### src/rtl/qdac_pkg.sv
package qdac_pkg;
    localparam int CODE_W  = 12;
    localparam int MODE_W  = 2;
    localparam int NIB_W   = 4;
    localparam int NUM_NIB = CODE_W / NIB_W;

    typedef logic [CODE_W-1:0] code_t;
    typedef logic [MODE_W-1:0] mode_t;

    typedef struct packed {
        code_t code1;
        code_t code2;
        mode_t mode1;
        mode_t mode2;
    } chan_st_t;
endpackage

### src/rtl/qdac_merge.sv
module qdac_merge
    import qdac_pkg::*;
(
    input  code_t      old_i,
    input  code_t      din_i,
    input  logic [1:0] part_i,
    input  logic       byte_i,
    output code_t      new_o
);
    always_comb begin
        new_o = old_i;
        if (part_i == 2'b11) begin
            new_o = din_i;
        end else if (!byte_i) begin
            for (int k = 0; k < NUM_NIB; k++) begin
                if (part_i == k[1:0]) new_o[k*NIB_W +: NIB_W] = din_i[NIB_W-1:0];
            end
        end else begin
            case (part_i)
                2'b00:   new_o[7:0]  = din_i[7:0];
                2'b01:   new_o[11:4] = din_i[7:0];
                default: new_o[11:8] = din_i[3:0];
            endcase
        end
    end
endmodule

### src/rtl/qdac_chan.sv
module qdac_chan
    import qdac_pkg::*;
(
    input  logic       clk,
    input  logic       srst,
    input  logic       sel_i,
    input  logic       wr_i,
    input  logic       kind_i,
    input  logic [1:0] part_i,
    input  logic       byte_i,
    input  code_t      din_i,
    input  logic       upd_i,
    input  logic       xfer_i,
    input  logic       transp_i,
    output code_t      code1_o,
    output code_t      code2_o,
    output mode_t      mode1_o,
    output mode_t      mode2_o
);
    chan_st_t st_d, st_q;
    code_t    merged;
    logic     clr_seen_q;

    qdac_merge u_merge (
        .old_i  (st_q.code1),
        .din_i  (din_i),
        .part_i (part_i),
        .byte_i (byte_i),
        .new_o  (merged)
    );

    always_comb begin
        st_d = st_q;
        if (srst) begin
            st_d = '0;
        end else begin
            if (sel_i && transp_i) begin
                st_d.code1 = din_i;
                st_d.code2 = din_i;
            end else if (sel_i && wr_i) begin
                if (!kind_i) begin
                    st_d.code1 = merged;
                    if (upd_i) st_d.code2 = merged;
                end else begin
                    st_d.mode1 = din_i[MODE_W-1:0];
                    if (upd_i) st_d.mode2 = din_i[MODE_W-1:0];
                end
            end
            if (xfer_i) begin
                st_d.code2 = st_d.code1;
                st_d.mode2 = st_d.mode1;
            end
        end
    end

    always_ff @(posedge clk) begin
        st_q       <= st_d;
        clr_seen_q <= srst;
    end

    assign code1_o = st_q.code1;
    assign code2_o = st_q.code2;
    assign mode1_o = st_q.mode1;
    assign mode2_o = st_q.mode2;

    // one cycle after a clear, every register reads zero
    a_r10_clear_all: assert property (@(posedge clk) disable iff (srst)
        clr_seen_q |-> (st_q == '0));

    // without update, transfer or transparent load the live code holds
    a_r3_live_holds: assert property (@(posedge clk) disable iff (srst)
        (!xfer_i && !(sel_i && (transp_i || (wr_i && upd_i))))
        |=> $stable(st_q.code2) && $stable(st_q.mode2));

    // after a transfer both ranks agree
    a_r5_xfer_equal: assert property (@(posedge clk) disable iff (srst)
        xfer_i |=> (st_q.code2 == st_q.code1) && (st_q.mode2 == st_q.mode1));

    // transparent load lands in both code ranks
    a_r6_transp_thru: assert property (@(posedge clk) disable iff (srst)
        (sel_i && transp_i) |=> (st_q.code1 == $past(din_i)) && (st_q.code2 == $past(din_i)));

    // a mode write leaves the staging code untouched
    a_r2_mode_keeps_code: assert property (@(posedge clk) disable iff (srst)
        (sel_i && wr_i && kind_i && !transp_i) |=> $stable(st_q.code1));
endmodule

### src/rtl/qdac_rdmux.sv
module qdac_rdmux
    import qdac_pkg::*;
#(
    parameter int NUM_CH = 4,
    localparam int CH_W  = $clog2(NUM_CH)
) (
    input  code_t            code1_i [NUM_CH],
    input  code_t            code2_i [NUM_CH],
    input  mode_t            mode1_i [NUM_CH],
    input  mode_t            mode2_i [NUM_CH],
    input  logic [CH_W-1:0]  ch_i,
    input  logic             kind_i,
    input  logic             rank_i,
    output code_t            data_o
);
    always_comb begin
        data_o = '0;
        case ({kind_i, rank_i})
            2'b00: data_o = code1_i[ch_i];
            2'b01: data_o = code2_i[ch_i];
            2'b10: data_o[MODE_W-1:0] = mode1_i[ch_i];
            default: data_o[MODE_W-1:0] = mode2_i[ch_i];
        endcase
    end
endmodule

### src/rtl/qdac_regport.sv
module qdac_regport
    import qdac_pkg::*;
#(
    parameter int NUM_CH = 4,
    localparam int CH_W  = $clog2(NUM_CH)
) (
    input  logic                     clk,
    input  logic                     srst,
    input  logic                     wr_en,
    input  logic                     wr_all,
    input  logic [CH_W-1:0]          wr_ch,
    input  logic                     wr_kind,
    input  logic [1:0]               part_sel,
    input  logic                     byte_mode,
    input  logic [CODE_W-1:0]        wr_data,
    input  logic                     upd_now,
    input  logic                     xfer,
    input  logic                     transp,
    input  logic [CH_W-1:0]          rd_ch,
    input  logic                     rd_kind,
    input  logic                     rd_rank,
    output logic [CODE_W-1:0]        rd_data,
    output logic [NUM_CH*CODE_W-1:0] code_o,
    output logic [NUM_CH*MODE_W-1:0] mode_o
);
    code_t            code1 [NUM_CH];
    code_t            code2 [NUM_CH];
    mode_t            mode1 [NUM_CH];
    mode_t            mode2 [NUM_CH];
    logic [NUM_CH-1:0] sel;

    for (genvar i = 0; i < NUM_CH; i++) begin : g_ch
        assign sel[i] = wr_all || (wr_ch == i[CH_W-1:0]);

        qdac_chan u_chan (
            .clk      (clk),
            .srst     (srst),
            .sel_i    (sel[i]),
            .wr_i     (wr_en),
            .kind_i   (wr_kind),
            .part_i   (part_sel),
            .byte_i   (byte_mode),
            .din_i    (wr_data),
            .upd_i    (upd_now),
            .xfer_i   (xfer),
            .transp_i (transp),
            .code1_o  (code1[i]),
            .code2_o  (code2[i]),
            .mode1_o  (mode1[i]),
            .mode2_o  (mode2[i])
        );

        assign code_o[i*CODE_W +: CODE_W] = code2[i];
        assign mode_o[i*MODE_W +: MODE_W] = mode2[i];
    end

    qdac_rdmux #(.NUM_CH(NUM_CH)) u_rd (
        .code1_i (code1),
        .code2_i (code2),
        .mode1_i (mode1),
        .mode2_i (mode2),
        .ch_i    (rd_ch),
        .kind_i  (rd_kind),
        .rank_i  (rd_rank),
        .data_o  (rd_data)
    );

    // a single-channel write selects exactly one channel
    a_r3_one_target: assert property (@(posedge clk) disable iff (srst)
        (wr_en && !wr_all) |-> $onehot0(sel) && (sel != '0));
endmodule

### config.mk
export PLATFORM = sky130hd
export DESIGN_NAME = qdac_regport
export DESIGN_NICKNAME = d
export VERILOG_FILES = /design/src/rtl/qdac_pkg.sv /design/src/rtl/qdac_merge.sv /design/src/rtl/qdac_chan.sv /design/src/rtl/qdac_rdmux.sv /design/src/rtl/qdac_regport.sv
export SDC_FILE = /design/constraint.sdc
export NUM_CORES = 1
export LEC_CHECK = 0
export BUFFER_PORTS_ARGS = -buffer_cell sky130_fd_sc_hd__buf_2
export CAP_MARGIN = 20
export CORE_UTILIZATION = 30
export CTS_CLUSTER_SIZE = 28
export DETAILED_ROUTE_END_ITERATION = 6
export GPL_TIMING_DRIVEN = 0
export MAX_ROUTING_LAYER = met4
export SETUP_SLACK_MARGIN = 0.4
export SLEW_MARGIN = 0
export SYNTH_ARGS = -nofsm -noshare
export SYNTH_HDL_FRONTEND = slang
export SYNTH_HIERARCHICAL = 1
export SYNTH_SLANG_ARGS = --single-unit
### constraint.sdc
create_clock -name clk -period 4.7 [get_ports clk]
set_input_delay 1.175 -clock clk [delete_from_list [all_inputs] [get_ports clk]]
set_output_delay 1.175 -clock clk [all_outputs]
set_load 0.02 [all_outputs]
==> impl_metrics.tcl <==
set metrics [dict create \
    outcome "completed" \
    startpoint "rd_ch[1]" \
    drv_slew 0 \
    drc 0 \
    synth_warnings 6 \
    fin_crit_sh_pct 86.99 \
    skew_ps 5.853 \
    p_comb_share_pct 27.4 \
    cts_resized 0 \
    ir_drop_uv 150.1 \
    hold_class "reg -> reg" \
    fin_crit_ps 4089 \
    cp-end-kind "output port" \
    setup_viol 0 \
    cts_htree_levels 3 \
    synth.area.top_cells "dfxtp_1 (28%), mux2_4 (6.1%), nor2_1 (5.8%), mux4_2 (5.1%), nand2_1 (5.0%)" \
    clk_pin_slew_worst_paths_ps 80 \
    vias 7526 \
    crit_type "in -> out" \
    grt_max_degree 33 \
    critPathMaxFanout 10 \
    antenna_found_initial 2 \
    required_ps 3520 \
    ys_types 42 \
    grt_pass1_vias 7003 \
    cts.path.max_buffers 2 \
    power_switching_mw 0.9036 \
    cts_root_buf "clkbuf_16" \
    design_area_mm2 0.009054 \
    dr.pass1.iters 5 \
    swShare_pct 34.13 \
    die_h_um 164.0 \
    overflow 0 \
    synth_area_leader_cell "dfxtp_1" \
    fin_nets 1030 \
    total_power_mw 2.648 \
    max-cap-violations 0 \
    area_growth_pct 14.98 \
    worstHoldStart "g_ch[1].u_chan/mode1_o[1]" \
    cts_setup_buffers 0 \
    wl_per_cell_um 20.76 \
    initial_core_util_pct 30.91 \
    async_flop_share_pct 0 \
    timing_hold_violations_final 0 \
    syn_area_per_cell_um2 8.778 \
    die_area_mm2 0.02690 \
    drt_iter0_drc 797 \
    synth_seq_cells 112 \
    cp.arrival_ps 2910 \
    synth_edf_count 0 \
    synth_top_area_share_pct 28.48 \
    grt_pass1_wl_um 41900 \
    power_density_mw_per_mm2 292.4 \
    cts_hold_buf 0 \
    post-dp-hpwl_um 21090 \
    io_buffer_count 93 \
    placed_area_mm2 0.008752 \
    max_freq_ghz 0.2446 \
    rsz0062_at_grt "no" \
    drive_above_1_share_pct 27.93 \
    slew-limit-headroom_pct 34.06 \
    p_leak_nw 3.771 \
    p_int_mw 1.744 \
    worstMarginPinSlew_ps 987.1 \
    place_inst 1320 \
    cts_tree "built" \
    wl_um 27780 \
    ff2ff_path_depth 6 \
    cts_buffers 9 \
    clkLatencyLatePin_ps 360 \
    p_clk_share_pct 30.5 \
    tns_ps 0 \
    final_cells 1338 \
    ios 97 \
    clock-sinks 112 \
    synth_nets 926 \
    hold-path-cell-count 2 \
    p_seq_share_pct 42.1 \
    timing.rr.start "g_ch[2].u_chan/code1_o[7]" \
    grt.total_usage_pct 21.34 \
    routabilityCongestion 0.9391 \
    synth_ff_type "dfxtp_1" \
    fillers 2641 \
    die_w_um 164.0 \
    startpoint_type "primary input" \
    syn_area_mm2 0.007874 \
    rows 58 \
    synth_cells 897 \
    ant_nets 0 \
    synth-seq-area-share_pct 28.48 \
    core_region_area_mm2 0.02547 \
    routed_via_density 5.625 \
]
## registers in the layout, indices dropped and copies added (netlist names)
name,cells
g_ch.u_chan/code1_o,48
g_ch.u_chan/mode1_o,8
g_ch.u_chan/mode2_o,8
g_ch.u_chan/code2_o,48
## kinds of logic after synthesis
group | Yosys count | synth area share (%)
muxes | 116 | 21.98
xor gates and xnor gates | 4 | 0.8263
buffers and inverters | 66 | 5.895
AOI/OAI and AO/OA | 237 | 19.94
DFF | 112 | 28.48
and+or+nand+nor | 362 | 22.88
## layout by cell type, fill, tap and decap left out, types with 28 or more instances in the layout
cell / synthesis / final
nor2_1: 122 / 122
dfxtp_1: 112 / 112
nand2_1: 105 / 105
buf_2: 5 / 98
a21oi_1: 68 / 68
a311oi_1: 44 / 44
o21ai_0: 36 / 36
nor3_1: 36 / 36
mux2_4: 32 / 32
mux2_2: 30 / 30
a22oi_1: 28 / 28
## worst max-delay path, cell delays in order
cell and delay [ps]:
buf_2 100, buf_2 220, clkbuf_1 480, mux4_2 390, mux2i_1 290, nor2_1 70, buf_2 180
## power by group through the flow
stage | Sequential [mW] | Clock, mW | Combinational [mW]
after floorplan | 1.14 | 0 | 0.462
after global placement | 1.13 | 0 | 0.711
after detailed placement | 1.13 | 0 | 0.721
after CTS | 1.11 | 0.821 | 0.722
after global routing | 1.12 | 0.853 | 0.784
final | 1.11 | 0.807 | 0.726
## path summary, 6_finish.rpt
kind | end | slack [ps]
worst max-delay path | rd_data[4] | 610
worst min-delay path | g_ch[1].u_chan/mode1_o[1] | 480
worst max register to register | g_ch[2].u_chan/code1_o[7] | 3190
worst min register to register | g_ch[1].u_chan/mode1_o[1] | 480
## per-stage QoR
stage,hold slack [ps],setup WS (ps),util [%]
CTS,478.7,622.5,35.52
global placement,458.7,628.9,34.36
global route,511.0,524.4,35.54
detailed placement,467.4,611.5,34.36
finish,475.9,611.3,35.54
floorplan,444.7,1196,-
## area by class of cell
| class | count | area (um^2) | share of cell area (%) |
|---|---|---|---|
| Tap cell | 330 | 412.9 | 4.561 |
| Antenna cell | 2 | 5.005 | 0.05528 |
| Clock buffer | 10 | 229.0 | 2.529 |
| Clock inverter | 6 | 67.56 | 0.7463 |
| Timing Repair Buffer | 93 | 465.4 | 5.141 |
| Inverter | 1 | 3.754 | 0.04146 |
| Multi-Input combinational cell | 719 | 5167 | 57.08 |
| Sequential cell | 112 | 2242 | 24.77 |
| Buffer | 65 | 460.4 | 5.086 |
## metal layers
metal	up-vias	part of all wire [%]	GRT usage, %
li1	3591	-	-
met1	3668	43	26.66
met2	224	49	35.44
met3	43	5.2	2.551
met4	0	2.6	7.492
met5	-	0	-
## synth_stat cells (5+ instances only)
| master | count |
|---|---|
| nor2_1 | 122 |
| dfxtp_1 | 112 |
| nand2_1 | 105 |
| a21oi_1 | 68 |
| a311oi_1 | 44 |
| nor3_1 | 36 |
| o21ai_0 | 36 |
| mux2_4 | 32 |
| mux2_2 | 30 |
| a22oi_1 | 28 |
| mux2i_1 | 27 |
| a211oi_1 | 25 |
| buf_4 | 22 |
| and3_2 | 20 |
| nand3_1 | 20 |
| mux4_2 | 18 |
| buf_6 | 17 |
| and3_1 | 16 |
| clkbuf_1 | 16 |
| o21ai_1 | 12 |
| o22ai_1 | 10 |
| mux4_1 | 9 |
| and3b_1 | 8 |
| nor2b_1 | 6 |
| and2_1 | 5 |
| buf_1 | 5 |
| buf_2 | 5 |
(Power assumes the default switching activity.)
